$ cat src/rtl/dpwm_pkg.sv
package dpwm_pkg;

  localparam int DUTY_W  = 8;
  localparam int CNT_W   = 8;
  localparam int SUB_W   = 2;
  localparam int POS_W   = CNT_W - 1;

  typedef enum logic {
    SPLIT_QUARTER = 1'b0,
    SPLIT_HALF    = 1'b1
  } split_e;

  // coarse portion of the duty word for a given split
  function automatic logic [POS_W-1:0] coarse_of(input logic [DUTY_W-1:0] d,
                                                  input split_e m);
    if (m == SPLIT_HALF) coarse_of = d[DUTY_W-1:1];
    else                 coarse_of = {1'b0, d[DUTY_W-1:2]};
  endfunction

  // fine (dither) portion of the duty word
  function automatic logic [SUB_W-1:0] fine_of(input logic [DUTY_W-1:0] d,
                                               input split_e m);
    if (m == SPLIT_HALF) fine_of = {1'b0, d[0]};
    else                 fine_of = d[1:0];
  endfunction

  // slice index taken from the shared count
  function automatic logic [SUB_W-1:0] slice_of(input logic [CNT_W-1:0] c,
                                                input split_e m);
    if (m == SPLIT_HALF) slice_of = {1'b0, c[CNT_W-1]};
    else                 slice_of = c[CNT_W-1:CNT_W-2];
  endfunction

  // position inside the slice
  function automatic logic [POS_W-1:0] pos_of(input logic [CNT_W-1:0] c,
                                              input split_e m);
    if (m == SPLIT_HALF) pos_of = c[POS_W-1:0];
    else                 pos_of = {1'b0, c[CNT_W-3:0]};
  endfunction

  // high length of one slice: coarse, plus one while slice < fine
  function automatic logic [POS_W:0] slice_len(input logic [POS_W-1:0] crs,
                                               input logic [SUB_W-1:0] fin,
                                               input logic [SUB_W-1:0] sl);
    slice_len = {1'b0, crs} + ((sl < fin) ? {{POS_W{1'b0}}, 1'b1}
                                          : {(POS_W+1){1'b0}});
  endfunction

endpackage

$ cat src/rtl/dpwm_phase.sv
module dpwm_phase
  import dpwm_pkg::*;
(
  input  logic                 clk,
  input  logic                 rst_n,
  input  logic [CNT_W-1:0]     cnt_i,
  input  logic                 split_i,
  output logic                 cyc_start_o,
  output split_e               mode_eff_o,
  output split_e               mode_q_o,
  output logic [SUB_W-1:0]     slice_o,
  output logic [POS_W-1:0]     pos_o
);

  split_e mode_q;

  assign cyc_start_o = (cnt_i == '0);
  assign mode_eff_o  = cyc_start_o ? split_e'(split_i) : mode_q;
  assign mode_q_o    = mode_q;
  assign slice_o     = slice_of(cnt_i, mode_eff_o);
  assign pos_o       = pos_of(cnt_i, mode_eff_o);

  always_ff @(posedge clk or negedge rst_n) begin
    if (!rst_n)           mode_q <= SPLIT_QUARTER;
    else if (cyc_start_o) mode_q <= split_e'(split_i);
  end

endmodule

$ cat src/rtl/dpwm_slot.sv
module dpwm_slot
  import dpwm_pkg::*;
(
  input  logic                 clk,
  input  logic                 rst_n,
  input  logic                 cyc_start_i,
  input  split_e               mode_i,
  input  logic [SUB_W-1:0]     slice_i,
  input  logic [POS_W-1:0]     pos_i,
  input  logic [DUTY_W-1:0]    duty_i,
  input  logic                 en_i,
  output logic [DUTY_W-1:0]    act_duty_o,
  output logic [DUTY_W-1:0]    hold_o,
  output logic                 pwm_o
);

  logic [DUTY_W-1:0] hold_q;
  logic [POS_W-1:0]  crs;
  logic [SUB_W-1:0]  fin;
  logic [POS_W:0]    len;
  logic              hi;

  assign act_duty_o = cyc_start_i ? duty_i : hold_q;
  assign hold_o     = hold_q;
  assign crs        = coarse_of(act_duty_o, mode_i);
  assign fin        = fine_of(act_duty_o, mode_i);
  assign len        = slice_len(crs, fin, slice_i);
  assign hi         = ({1'b0, pos_i} < len);

  always_ff @(posedge clk or negedge rst_n) begin
    if (!rst_n) begin
      hold_q <= '0;
      pwm_o  <= 1'b0;
    end else begin
      if (cyc_start_i) hold_q <= duty_i;
      pwm_o <= en_i & hi;
    end
  end

endmodule

$ cat src/rtl/dpwm_pair.sv
module dpwm_pair
  import dpwm_pkg::*;
#(
  parameter int N_CH = 2
) (
  input  logic                     clk,
  input  logic                     rst_n,
  input  logic [CNT_W-1:0]         tick_cnt_i,
  input  logic                     split_sel_i,
  input  logic [N_CH-1:0]          chan_en_i,
  input  logic [N_CH*DUTY_W-1:0]   duty_i,
  output logic [N_CH-1:0]          pwm_o
);

  logic                    cyc_start;
  split_e                  mode_eff;
  split_e                  mode_q;
  logic [SUB_W-1:0]        slice_idx;
  logic [POS_W-1:0]        slice_pos;
  logic [N_CH*DUTY_W-1:0]  act_duty;
  logic [N_CH*DUTY_W-1:0]  hold_duty;

  dpwm_phase u_phase (
    .clk         (clk),
    .rst_n       (rst_n),
    .cnt_i       (tick_cnt_i),
    .split_i     (split_sel_i),
    .cyc_start_o (cyc_start),
    .mode_eff_o  (mode_eff),
    .mode_q_o    (mode_q),
    .slice_o     (slice_idx),
    .pos_o       (slice_pos)
  );

  for (genvar c = 0; c < N_CH; c++) begin : g_ch
    dpwm_slot u_slot (
      .clk         (clk),
      .rst_n       (rst_n),
      .cyc_start_i (cyc_start),
      .mode_i      (mode_eff),
      .slice_i     (slice_idx),
      .pos_i       (slice_pos),
      .duty_i      (duty_i[c*DUTY_W +: DUTY_W]),
      .en_i        (chan_en_i[c]),
      .act_duty_o  (act_duty[c*DUTY_W +: DUTY_W]),
      .hold_o      (hold_duty[c*DUTY_W +: DUTY_W]),
      .pwm_o       (pwm_o[c])
    );
  end

endmodule

$ cat config.mk
export PLATFORM = sky130hd
export DESIGN_NAME = dpwm_pair
export DESIGN_NICKNAME = d
export VERILOG_FILES = /design/src/rtl/dpwm_pkg.sv /design/src/rtl/dpwm_phase.sv /design/src/rtl/dpwm_slot.sv /design/src/rtl/dpwm_pair.sv
export SDC_FILE = /design/constraint.sdc
export NUM_CORES = 1
export LEC_CHECK = 0
export BUFFER_PORTS_ARGS = -buffer_cell sky130_fd_sc_hd__buf_2
export CORE_MARGIN = 2
export CORE_UTILIZATION = 42
export CTS_CLUSTER_SIZE = 14
export DETAILED_ROUTE_END_ITERATION = 12
export PLACE_DENSITY_LB_ADDON = 0.05
export SLEW_MARGIN = 20
export SYNTH_ARGS = -nofsm -noshare
export SYNTH_HDL_FRONTEND = slang
export SYNTH_SLANG_ARGS = --single-unit
$ cat constraint.sdc
create_clock -name clk -period 8.8 [get_ports clk]
set_clock_uncertainty 0.15 [all_clocks]
set_input_delay 0.88 -clock clk [delete_from_list [all_inputs] [get_ports clk]]
set_output_delay 0.88 -clock clk [all_outputs]
set_load 0.01 [all_outputs]
==> results.tsv <==
metric	value	unit
outcome	finished clean	
num-fill-cells	430	
synthesis.instances	226	
critPathBufInv	2	
placementRows	24	
timing.hold.ws	377	ps
clockBufferDepth	2	
critPathKind	in2reg	
antenna_found_initial	0	
cts_tree	built	
ant_nets	0	
yosysWarnings	0	
dp_hpwl	3.66	mm
chipWidth	72.4	um
crit_chain	buf_2, nor4_2, nand2_2, buf_4, mux2_4, nor3_1, a21o_1, ha_1, ha_1, nand3_1, xnor2_1, nor2_1, a211oi_1, a21oi_1, ha_1, o21a_1, o21ai_0, a21oi_1, o32ai_1	
gr-total-overflow	0	
post-route-min-period	4570	ps
cp-start-kind	input port	
syn_avg_cell_area	8.70	um2
crit_cells	19	
max_freq	219	MHz
cap_violations	0	
reg2reg_depth	16	
tns	0	ps
setup_ws	4230	ps
drtIter0Drc	111	
hp-class	reg2reg	
nNetsFinal	294	
gr-usage-all-layers	0.198	
die_y	72.4	um
crit_required	8820	ps
finish.instance_area	2160	um2
io_pins	31	
grt_max_degree	45	
stdcell_count	300	
antennaDiodeCount	0	
wl	4.76	mm
rsz0062_at_grt	false	
power	240	uW
slew_violations	0	
h-tree-depth	1	
synthFlopType	dfrtp_1	
crit_path_start	tick_cnt_i[3]	
yosysTopAreaCellShare	0.242	
postCtsHoldBufs	0	
crit_path_top_delay_cell	mux2_4	
synth_area	1970	um2
cp.arrival	4590	ps
critPathTopFamily	compound AO/OA/AOI/OAI gates	
clock-sinks	19	
area_growth	10.1	%
cpPeakStageDelay	400	ps
yosysSeqAreaShare	0.242	
die_area	5250	um2
synth_edf_count	0	
async_flop_share	1.00	
grt_pass1_wl	8.14	mm
r2r_start	u_phase.mode_q_o	
drive_gt1_frac	0.206	
cp_common_cell	ha_1	
clock_latency	270	ps
dpl.cell_count	296	
worst_setup_path_end_kind	flop	
worst_slew_pin_slew	763	ps
firstDrtPassIters	5	
synth_area_leaders	dfrtp_1 24%, ha_1 10%, mux2_2 7.4%	
cts-root-buf	clkbuf_8	
grt_pass1_vias	1666	
fin_util	0.487	
leakagePower	0.984	nW
final_min_period_over_clock_period	0.519	
synth_nets	271	
post_cts_resized	0	
worstReg2RegEnd	g_ch[0].u_slot.pwm_o	
via_per_inst	5.81	
critPathCapture	g_ch[0].u_slot.pwm_o	
routed-via-count	1742	
synth_commonest_cells	19 x dfrtp_1, 18 x nand2_1, 16 x ha_1, 15 x nand3_1, 13 x mux2_2	
vdd_drop_max	0.0000884	V
initial_utilization	0.443	
powerDensity	111	nW/um2
portBuffers	30	
place_ws	3950	ps
cp_max_fo	44	
route.detailed.drc	0	
setup_violations	0	
max_slew_margin	0.491	
cts_inserted_buffers	3	
path_clk_slew	80	ps
post_cts_buffers	0	
synth.most_common_cell	dfrtp_1	
core_area	4440	um2
dpl_cell_area	2120	um2
r2r_slack	4930	ps
synth_top_area_cell	dfrtp_1	
place.gp.congestion	0.804	
timing.final.hold_violations	0	
wire_per_inst	15.9	um
ys_types	45	
synth_seq_cells	19	
worst register-to-register path: cells and delay by family (launching register included):
kind / cells / cell delay, ps
adder cells (fa/ha/maj): 3 / 750
AND/OR/NAND/NOR: 2 / 190
buffers and inverters: 1 / 280
flip-flops: 1 / 840
AO/OA/AOI/OAI: 9 / 1410
XOR/XNOR: 1 / 150
worst min path at each step:
stage	depth (start not counted)	to	slack (ps)	start
after floorplan	1	g_ch[0].u_slot.hold_o[0]	310	g_ch[0].u_slot.hold_o[0]
after global placement	1	g_ch[1].u_slot.hold_o[0]	360	g_ch[1].u_slot.hold_o[0]
after detailed placement	1	g_ch[1].u_slot.hold_o[0]	360	g_ch[1].u_slot.hold_o[0]
after CTS	1	g_ch[1].u_slot.hold_o[0]	380	g_ch[1].u_slot.hold_o[0]
after global routing	1	g_ch[1].u_slot.hold_o[2]	400	g_ch[1].u_slot.hold_o[2]
final	1	g_ch[0].u_slot.hold_o[0]	380	g_ch[0].u_slot.hold_o[0]
metal layers:
| metal | track usage | up-vias | part of all wire |
|---|---|---|---|
| li1 | - | 878 | - |
| met1 | 0.293 | 823 | 0.52 |
| met2 | 0.300 | 39 | 0.42 |
| met3 | 0.0431 | 2 | 0.054 |
| met4 | 0.0350 | 0 | 0.0048 |
| met5 | 0 | - | 0 |
power breakdown:
| part | switching (mW) | internal [mW] |
|---|---|---|
| clock | 0.0334 | 0.0323 |
| combinational | 0.0361 | 0.0333 |
| sequential | 0.00988 | 0.0947 |
| total | 0.0793 | 0.160 |
cell families after synthesis:
group                      count (synthesis)  synth area share
xor gates and xnor gates                  16            0.0712
and+or+nand+nor                           76             0.211
buffers and inverters                     20            0.0490
adders and majority gates                 16             0.102
AOI/OAI and AO/OA                         53             0.180
muxes                                     26             0.145
DFF                                       19             0.242
cell usage in the layout (no fill, tap or decap), drive strengths merged, types with 3 or more instances in the layout:
master / count
nor2b: 7
a21oi: 10
xnor2: 10
ha: 16
and2: 3
dfrtp: 19
and3: 4
nor3: 4
o21ai: 11
inv: 7
a31oi: 8
nand3: 15
nand2b: 5
mux2: 17
buf: 31
clkbuf: 4
xor2: 6
o21a: 3
a211oi: 6
o211ai: 3
nor2: 9
nand4: 3
mux2i: 9
nand2: 19
layout make-up:
type,count,area (um2),share of cell area
repair buffers,31,158,0.0728
clock buffers,4,45.0,0.0208
well taps,52,65.1,0.0301
inverters,7,26.3,0.0121
multi-input cells,187,1400,0.645
flip-flops and latches,19,475,0.220
state kept, by name (all words and copies together) (netlist names):
signal,count
u_phase.mode_q_o,1
g_ch.u_slot.hold_o,16
g_ch.u_slot.pwm_o,2
Power figures use the tool's default switching activity.
